[src/rtl/ringq_pkg.sv]
package ringq_pkg;

  // Number of system clocks per step enable; never below one.
  function automatic int tick_ratio(input int clk_hz, input int rate_hz);
    int r;
    r = clk_hz / rate_hz;
    return (r < 1) ? 1 : r;
  endfunction

  // Next integrator value with saturation at 0 and at top.
  function automatic int integ_step(input int cur, input bit lvl,
                                    input bit up_t, input bit dn_t,
                                    input int top);
    int nx;
    nx = cur;
    if (lvl && up_t && cur < top) nx = cur + 1;
    else if (!lvl && dn_t && cur > 0) nx = cur - 1;
    return nx;
  endfunction

  // Hysteresis decision on the updated count.
  function automatic bit hyst_next(input bit q, input int cnt,
                                   input int on_lvl, input int off_lvl);
    bit r;
    r = q;
    if (!q && cnt >= on_lvl) r = 1'b1;
    else if (q && cnt <= off_lvl) r = 1'b0;
    return r;
  endfunction

endpackage

[src/rtl/ringq_sync.sv]
module ringq_sync #(
  parameter int STAGES = 2
) (
  input  logic clk,
  input  logic rst,
  input  logic din,
  output logic dout
);
  logic [STAGES-1:0] chain;

  always_ff @(posedge clk) begin
    if (rst) chain <= '0;
    else     chain <= {chain[STAGES-2:0], din};
  end

  assign dout = chain[STAGES-1];
endmodule

[src/rtl/ringq_tick.sv]
module ringq_tick #(
  parameter int DIV = 4
) (
  input  logic clk,
  input  logic rst,
  output logic tick
);
  generate
    if (DIV <= 1) begin : g_every
      assign tick = 1'b1;
    end else begin : g_div
      localparam int W = $clog2(DIV);
      localparam logic [W-1:0] LAST = W'(DIV - 1);
      logic [W-1:0] phase;

      always_ff @(posedge clk) begin
        if (rst)                phase <= '0;
        else if (phase == LAST) phase <= '0;
        else                    phase <= phase + 1'b1;
      end

      assign tick = (phase == LAST);
    end
  endgenerate
endmodule

[src/rtl/ringq_integ.sv]
module ringq_integ
  import ringq_pkg::*;
#(
  parameter int QUAL  = 48,
  parameter int DISQ  = 32,
  parameter int CW    = 6
) (
  input  logic          clk,
  input  logic          rst,
  input  logic          lvl,
  input  logic          up_tick,
  input  logic          dn_tick,
  output logic [CW-1:0] count,
  output logic          qualified,
  output logic          qual_evt,
  output logic          disq_evt
);
  int   cnt_nx;
  logic q_nx;

  always_comb begin
    cnt_nx = integ_step(int'(count), lvl, up_tick, dn_tick, QUAL);
    q_nx   = hyst_next(qualified, cnt_nx, QUAL, DISQ);
  end

  always_ff @(posedge clk) begin
    if (rst) begin
      count     <= '0;
      qualified <= 1'b0;
      qual_evt  <= 1'b0;
      disq_evt  <= 1'b0;
    end else begin
      count     <= CW'(cnt_nx);
      qualified <= q_nx;
      qual_evt  <= q_nx & ~qualified;
      disq_evt  <= ~q_nx & qualified;
    end
  end
endmodule

[src/rtl/ringq_detect.sv]
module ringq_detect
  import ringq_pkg::*;
#(
  parameter int CLK_HZ        = 1000000,
  parameter int UP_HZ         = 800,
  parameter int DOWN_HZ       = 400,
  parameter int QUAL_LEVEL    = 48,
  parameter int DISQUAL_LEVEL = 32,
  parameter int SYNC_STAGES   = 2
) (
  input  logic clk,
  input  logic rst,
  input  logic cmp_in,
  output logic ring_det_n,
  output logic qual_evt,
  output logic disq_evt
);
  localparam int UP_DIV = tick_ratio(CLK_HZ, UP_HZ);
  localparam int DN_DIV = tick_ratio(CLK_HZ, DOWN_HZ);
  localparam int CNT_W  = $clog2(QUAL_LEVEL + 1);

  // Named internal events, visible to the bound checker.
  logic             lvl_s;
  logic             up_tick;
  logic             dn_tick;
  logic [CNT_W-1:0] count;
  logic             qualified;

  ringq_sync #(.STAGES(SYNC_STAGES)) u_sync (
    .clk (clk), .rst (rst), .din (cmp_in), .dout (lvl_s)
  );

  ringq_tick #(.DIV(UP_DIV)) u_up_div (
    .clk (clk), .rst (rst), .tick (up_tick)
  );

  ringq_tick #(.DIV(DN_DIV)) u_dn_div (
    .clk (clk), .rst (rst), .tick (dn_tick)
  );

  ringq_integ #(
    .QUAL (QUAL_LEVEL), .DISQ (DISQUAL_LEVEL), .CW (CNT_W)
  ) u_integ (
    .clk       (clk),
    .rst       (rst),
    .lvl       (lvl_s),
    .up_tick   (up_tick),
    .dn_tick   (dn_tick),
    .count     (count),
    .qualified (qualified),
    .qual_evt  (qual_evt),
    .disq_evt  (disq_evt)
  );

  assign ring_det_n = ~qualified;
endmodule

[config.mk]
export PLATFORM = sky130hd
export DESIGN_NAME = ringq_detect
export DESIGN_NICKNAME = d
export VERILOG_FILES = /design/src/rtl/ringq_pkg.sv /design/src/rtl/ringq_sync.sv /design/src/rtl/ringq_tick.sv /design/src/rtl/ringq_integ.sv /design/src/rtl/ringq_detect.sv
export SDC_FILE = /design/constraint.sdc
export NUM_CORES = 1
export LEC_CHECK = 0
export ABC_CLOCK_PERIOD_IN_PS = 3000
export CAP_MARGIN = 30
export CORE_ASPECT_RATIO = 1.4
export CORE_UTILIZATION = 59
export DETAILED_ROUTE_END_ITERATION = 8
export GPL_ROUTABILITY_DRIVEN = 0
export GPL_TIMING_DRIVEN = 0
export PLACE_DENSITY_LB_ADDON = 0.15
export SETUP_SLACK_MARGIN = 0.3
export SLEW_MARGIN = 15
export SYNTH_ARGS = -nofsm -noshare
export SYNTH_HDL_FRONTEND = slang
export SYNTH_SLANG_ARGS = --single-unit
export TNS_END_PERCENT = 30
[constraint.sdc]
create_clock -name clk -period 3 [get_ports clk]
set_input_delay 0.3 -clock clk [delete_from_list [all_inputs] [get_ports clk]]
set_output_delay 0.3 -clock clk [all_outputs]
set_load 0.02 [all_outputs]
==> run_results.csv, run 1 <==
group,metric,value,unit
global_route,grt_pass1_wl,4.97,mm
drt,postRouteAntennaNets,0,
finish,final_cell_mix,"34 x dfxtp_1, 30 x nor2_1, 13 x xor2_1",
cts,cts_sinks,34,
floorplanning,dieArea,0.00296,mm^2
timing,tightest_slew,0.456,ns
cts,clock_path_buffers,2,
synthesis,synth.avg_cell_area,9.09,um^2
floorplanning,die_x,46.3,um
timing,grt_setup_unrepaired,"false",
global_route,grt_max_degree,11,
finish,diodes,0,
placed_design,place_area,0.00171,mm^2
finish,layout_commonest_cell,"dfxtp_1",
timing,skew,0.00271,ns
cts,htreeDepth,2,
finish,nNetsFinal,199,
worst_setup_path,crit_fanout,8,
timing,setup_viol,0,
floorplanning,num_io_pins,6,
cts,clk_pin_slew,0.09,ns
worst_hold_path,hold_class,"reg2reg",
synthesis,ys_types,33,
drt,avgViaCountPerCell,5.42,
global_route,grt_antenna_before_repair,0,
placed_design,port_buffers,5,
power_and_ir_drop,peakVddDrop,0.000316,V
power_and_ir_drop,total_leakage_power,0.674,nW
synthesis,synth_seq_area_share,0.421,
timing,drv_slew,0,
worst_setup_path,start_kind,"flip-flop",
floorplanning,rows,22,
finish,fin_area,0.00176,mm^2
worst_setup_path,r2r_slack,0.69,ns
cts,cts_root_buffer,"clkbuf_4",
cts,cts-buffers-inserted,5,
cts,cts_setup_buffers,0,
synthesis,ys.warnings.count,0,
timing,fin_setup_tns,0,ns
floorplanning,die_y,64.0,um
power_and_ir_drop,cellPowerDensity,419,mW/mm^2
cts,clk_latency,0.33,ns
global_route,grt_pass1_vias,1198,
worst_setup_path,crit_required,3.23,ns
cts,cts_tree,"yes",
synthesis,ys.flop_type,"dfxtp_1",
drt,num_vias,1220,
cts,cts-resized-gates,0,
drt,drc,0,
worst_setup_path,path_class,"reg2reg",
synthesis,synth_nets,187,
worst_setup_path,crit_path_end_kind,"flip-flop",
synthesis,synth_seq_cells,34,
synthesis,synth-async-reset-ratio,0,
drt,drt-initial-drc-count,44,
drt,drt-pass1-iter-count,4,
synthesis,syn_inst,178,
floorplanning,initial_core_util,0.619,
finish,layout-drive-gt1-share,0.0847,
floorplanning,fp.coreArea,0.00262,mm^2
placed_design,dp_hpwl,2.04,mm
synthesis,synth_edf_count,0,
status,outcome,"finished clean",
cts,hold_buffers,0,
drt,avgRoutedWirePerCell,12.4,um
timing,post-route-min-period,2.31,ns
worst_setup_path,arrival,2.54,ns
drt,routed_wl,2.78,mm
synthesis,syn_area,0.00162,mm^2
global_route,grtUsageTotal,0.229,
flow_run,maxCapViolCount,0,
timing,slew_headroom,0.696,
timing,timing_hold_violations_final,0,
global_route,gr-total-overflow,0,
finish,area_delta_synth_final,9.05,%
timing,fin_crit_sh,0.770,
timing,clock.fmax,433,MHz
[path summary, 6_finish.rpt]
check,cells after the start,from,endpoint
min reg2reg,1,u_integ.qualified,u_integ.qual_evt
max reg2reg,7,u_up_div.g_div.phase[3],u_integ.disq_evt
max,7,u_up_div.g_div.phase[3],u_integ.disq_evt
min,1,u_integ.qualified,u_integ.qual_evt
[cells by family (layout without fill, tap and decap cells)]
kind of cell               Yosys count  in the layout  synth area share
and+or+nand+nor                     86             86             0.273
adders and majority gates            6              6            0.0464
buffers and inverters               14             25            0.0371
xor gates and xnor gates            24             24             0.135
muxes                                2              2            0.0124
DFF                                 34             34             0.421
AOI/OAI and AO/OA                   12             12            0.0758
[per-layer routing]
layer	share of wire	GRT usage	routed length, um	vias to the layer above
li1	-	-	-	623
met1	0.45	0.274	1240	584
met2	0.51	0.363	1420	6
met3	0.023	0.0791	64	7
met4	0.018	0.0919	50	0
met5	0	0	0	-
[registers in the layout (all words and copies together), names as in the netlist]
signal,cells
u_integ.qualified,1
u_up_div.g_div.phase,11
u_sync.chain,2
u_integ.count,6
u_integ.disq_evt,1
u_dn_div.g_div.phase,12
u_integ.qual_evt,1
[stage by stage]
step                       util  worst slack (ns)  hold WS [ns]  instances  total power, mW
after global routing      0.675             0.477         0.468        225            0.778
after floorplan               -             0.848         0.369        178            0.494
after detailed placement  0.655             0.703         0.428        219            0.505
final                     0.675             0.691         0.439        225            0.740
after CTS                 0.675             0.684         0.442        225            0.748
after global placement    0.655             0.732         0.413        219            0.503
[synthesized netlist by cell type, types with 2 or more instances]
cell type / count / share of area
dfxtp_1: 34 / 0.42
nor2_1: 30 / 0.070
xor2_1: 13 / 0.070
nand2_1: 12 / 0.028
nand3_1: 10 / 0.031
xnor2_1: 10 / 0.054
inv_1: 9 / 0.021
and3_1: 7 / 0.027
nor3_1: 7 / 0.022
ha_1: 6 / 0.046
clkbuf_1: 4 / 0.0093
o32ai_2: 4 / 0.040
a21oi_1: 3 / 0.0093
and2_1: 3 / 0.012
nand4_1: 3 / 0.012
mux2i_1: 2 / 0.012
nor2b_1: 2 / 0.0077
nor4_1: 2 / 0.0077
nor4b_1: 2 / 0.011
o31ai_1: 2 / 0.0093
[critical path: stages (launching register included)]
cell and delay, ns:
dfxtp_1 0.36, or4b_4 0.55, or4_4 0.49, buf_6 0.16, o32ai_2 0.14, xor2_1 0.27, nor4_1 0.08, o21a_1 0.17
[layout make-up]
class                      count  area [um^2]
multi-input combinational    130          877
sequential                    34          681
timing repair buffer           5         50.0
tap                           36         45.0
inverter                       9         33.8
buffer                         5         26.3
clock buffer                   6         51.3
fill                         227          851
[power breakdown]
group / leakage (nW) / internal (mW) / switching, mW
sequential: 0.275 / 0.459 / 0.00797
clock: 0.0302 / 0.106 / 0.140
combinational: 0.368 / 0.0126 / 0.0147
Power figures use the tool's default switching activity.
==> run 2, diff against run 1 <==
ABC_CLOCK_PERIOD_IN_PS = 1900   (was 3000)
CORE_UTILIZATION = 53   (was 59)
clock period = 1.9 ns   (was 3 ns; I/O delays follow)
==> run_results.csv, run 2 (synthesized netlist as in run 1, its figures left out) <==
group,metric,value,unit
power_and_ir_drop,total_leakage_power,0.731,nW
power_and_ir_drop,clock_power_share,0.410,
finish,area_delta_synth_final,21.3,%
worst_setup_path,path_class,"reg2reg",
placed_design,port_buffers,5,
timing,slew_headroom,0.775,
timing,tightest_slew,0.333,ns
timing,post-route-min-period,2.20,ns
placed_design,dp_hpwl,2.05,mm
finish,layout-drive-gt1-share,0.218,
power_and_ir_drop,intPower,1.04,mW
timing,fin_crit_sh,1.16,
timing,clock.fmax,455,MHz
global_route,grt_max_degree,12,
timing,skew,0.00874,ns
timing,timing_hold_violations_final,0,
status,violations,"setup timing",
floorplanning,die_y,67.4,um
floorplanning,initial_core_util,0.562,
finish,diodes,0,
worst_setup_path,cpMaxStageDelayCell,"or4b_4",
finish,largest_reg_flops,12,
finish,top_regs,"u_dn_div.g_div.phase (12), u_up_div.g_div.phase (11), u_integ.count (6)",
drt,routed_wl,3.11,mm
drt,num_vias,1249,
power_and_ir_drop,p_sw_frac,0.224,
cts,htreeDepth,2,
finish,layout_commonest_cell,"nor2_1",
worst_setup_path,crit_path_end_kind,"flip-flop",
power_and_ir_drop,peakVddDrop,0.000522,V
timing,drv_slew,0,
status,outcome,"finished, violations left",
floorplanning,die_x,48.7,um
timing,fin_setup_tns,-1.37,ns
finish,fin_area,0.00196,mm^2
finish,nNetsFinal,205,
worst_setup_path,crit_fanout,7,
timing,grt_setup_unrepaired,"true",
power_and_ir_drop,combPwrFrac,0.040,
timing,fin_ws,-0.298,ns
floorplanning,dieArea,0.00328,mm^2
global_route,gr-total-overflow,0,
power_and_ir_drop,p_sw,0.302,mW
placed_design,place_area,0.00174,mm^2
drt,avgRoutedWirePerCell,13.3,um
drt,drt-initial-drc-count,25,
worst_hold_path,hold_class,"reg2reg",
global_route,grt_pass1_vias,1293,
timing,setup_viol,8,
worst_setup_path,critPathBufInv,1,
worst_setup_path,start_kind,"flip-flop",
cts,clk_pin_slew,0.07,ns
cts,cts-buffers-inserted,5,
finish,top_register,"u_dn_div.g_div.phase",
drt,avgViaCountPerCell,5.34,
finish,final_cell_mix,"30 x nor2_1, 28 x dfxtp_1, 12 x nand2_1, 12 x xor2_1",
cts,clk_latency,0.29,ns
worst_setup_path,cpPeakStageDelay,0.54,ns
floorplanning,fp.coreArea,0.00288,mm^2
floorplanning,rows,23,
global_route,grtUsageTotal,0.214,
floorplanning,num_io_pins,6,
power_and_ir_drop,seqPwrFrac,0.549,
worst_setup_path,crit_chain,"or4b_4, or4_4, buf_8, o311a_1, nor3_2, nor4_1, o21a_1",
finish,utilization,0.682,
global_route,grt_antenna_before_repair,0,
global_route,grt_pass1_wl,5.24,mm
cts,hold_buffers,0,
power_and_ir_drop,cellPowerDensity,686,mW/mm^2
cts,cts_root_buffer,"clkbuf_8",
flow_run,maxCapViolCount,0,
drt,drt-pass1-iter-count,4,
worst_setup_path,critPathTopFamily,"simple AND/OR/NAND/NOR gates",
drt,postRouteAntennaNets,0,
drt,drc,0,
worst_setup_path,crit_required,2.08,ns
cts,clock_path_buffers,2,
worst_setup_path,arrival,2.38,ns
cts,cts_sinks,34,
cts,cts_tree,"yes",
[run 2: changes by cell type in the layout (fill, tap and decap cells not counted), moves of 2 or more]
cell / change
clkbuf_8: +5
buf_8: +2
o32ai_4: +2
clkbuf_1: -3
o32ai_2: -2
dfxtp_2: +6
buf_4: +6
nor3_2: +3
clkbuf_4: -5
dfxtp_1: -6
nor3_1: -3
[run 2: cell type report]
class | count | area, um^2
Timing Repair Buffer | 11 | 98.8
Clock buffer | 6 | 82.6
Sequential cell | 34 | 688
Tap cell | 37 | 46.3
Clock inverter | 2 | 12.5
Multi-Input combinational cell | 130 | 955
Inverter | 9 | 33.8
Fill cell | 242 | 915
Buffer | 5 | 46.3
[run 2: worst register-to-register path: stages (launching register included)]
cell     delay [ns]
dfxtp_2        0.32
or4b_4         0.54
or4_4          0.43
buf_8          0.16
o311a_1        0.13
nor3_2         0.25
nor4_1         0.09
o21a_1         0.17
[run 2: power by group through the flow]
stage	logic (mW)	registers [mW]	clock network, mW
3_5_place_dp	0.0440	0.754	0
2_1_floorplan	0.0298	0.751	0
3_3_place_gp	0.0413	0.754	0
5_1_grt	0.0600	0.741	0.594
6_report	0.0542	0.739	0.552
4_1_cts	0.0510	0.738	0.567
[run 2: per-stage QoR]
step	hold slack [ns]	instances	power [mW]	worst slack (ns)
detailed placement	0.413	220	0.798	-0.347
global placement	0.412	220	0.795	-0.338
global route	0.454	234	1.40	-0.357
floorplan	0.259	178	0.781	-0.198
finish	0.433	234	1.35	-0.298
CTS	0.422	233	1.36	-0.287
[run 2: timing repair]
item                                    CTS  global route
resized for setup                        17             8
endpoints found under the setup margin   30            29
gates cloned                              0             0
setup buffers                             5             1
pin swaps                                11             1
[run 2: worst paths after layout]
| check | end | start | slack [ns] | cells past startpoint |
|---|---|---|---|---|
| max | u_integ.disq_evt | u_up_div.g_div.phase[3] | -0.30 | 7 |
| min reg2reg | u_dn_div.g_div.phase[0] | u_dn_div.g_div.phase[0] | 0.43 | 1 |
| max reg2reg | u_integ.disq_evt | u_up_div.g_div.phase[3] | -0.30 | 7 |
| min | u_dn_div.g_div.phase[0] | u_dn_div.g_div.phase[0] | 0.43 | 1 |
[run 2: routing by layer]
layer  up-vias  global-route usage  part of all wire
met5         -                   0                 0
li1        636                   -                 -
met4         0               0.107             0.017
met1       587               0.214              0.43
met3         8              0.0698             0.024
met2        18               0.399              0.53
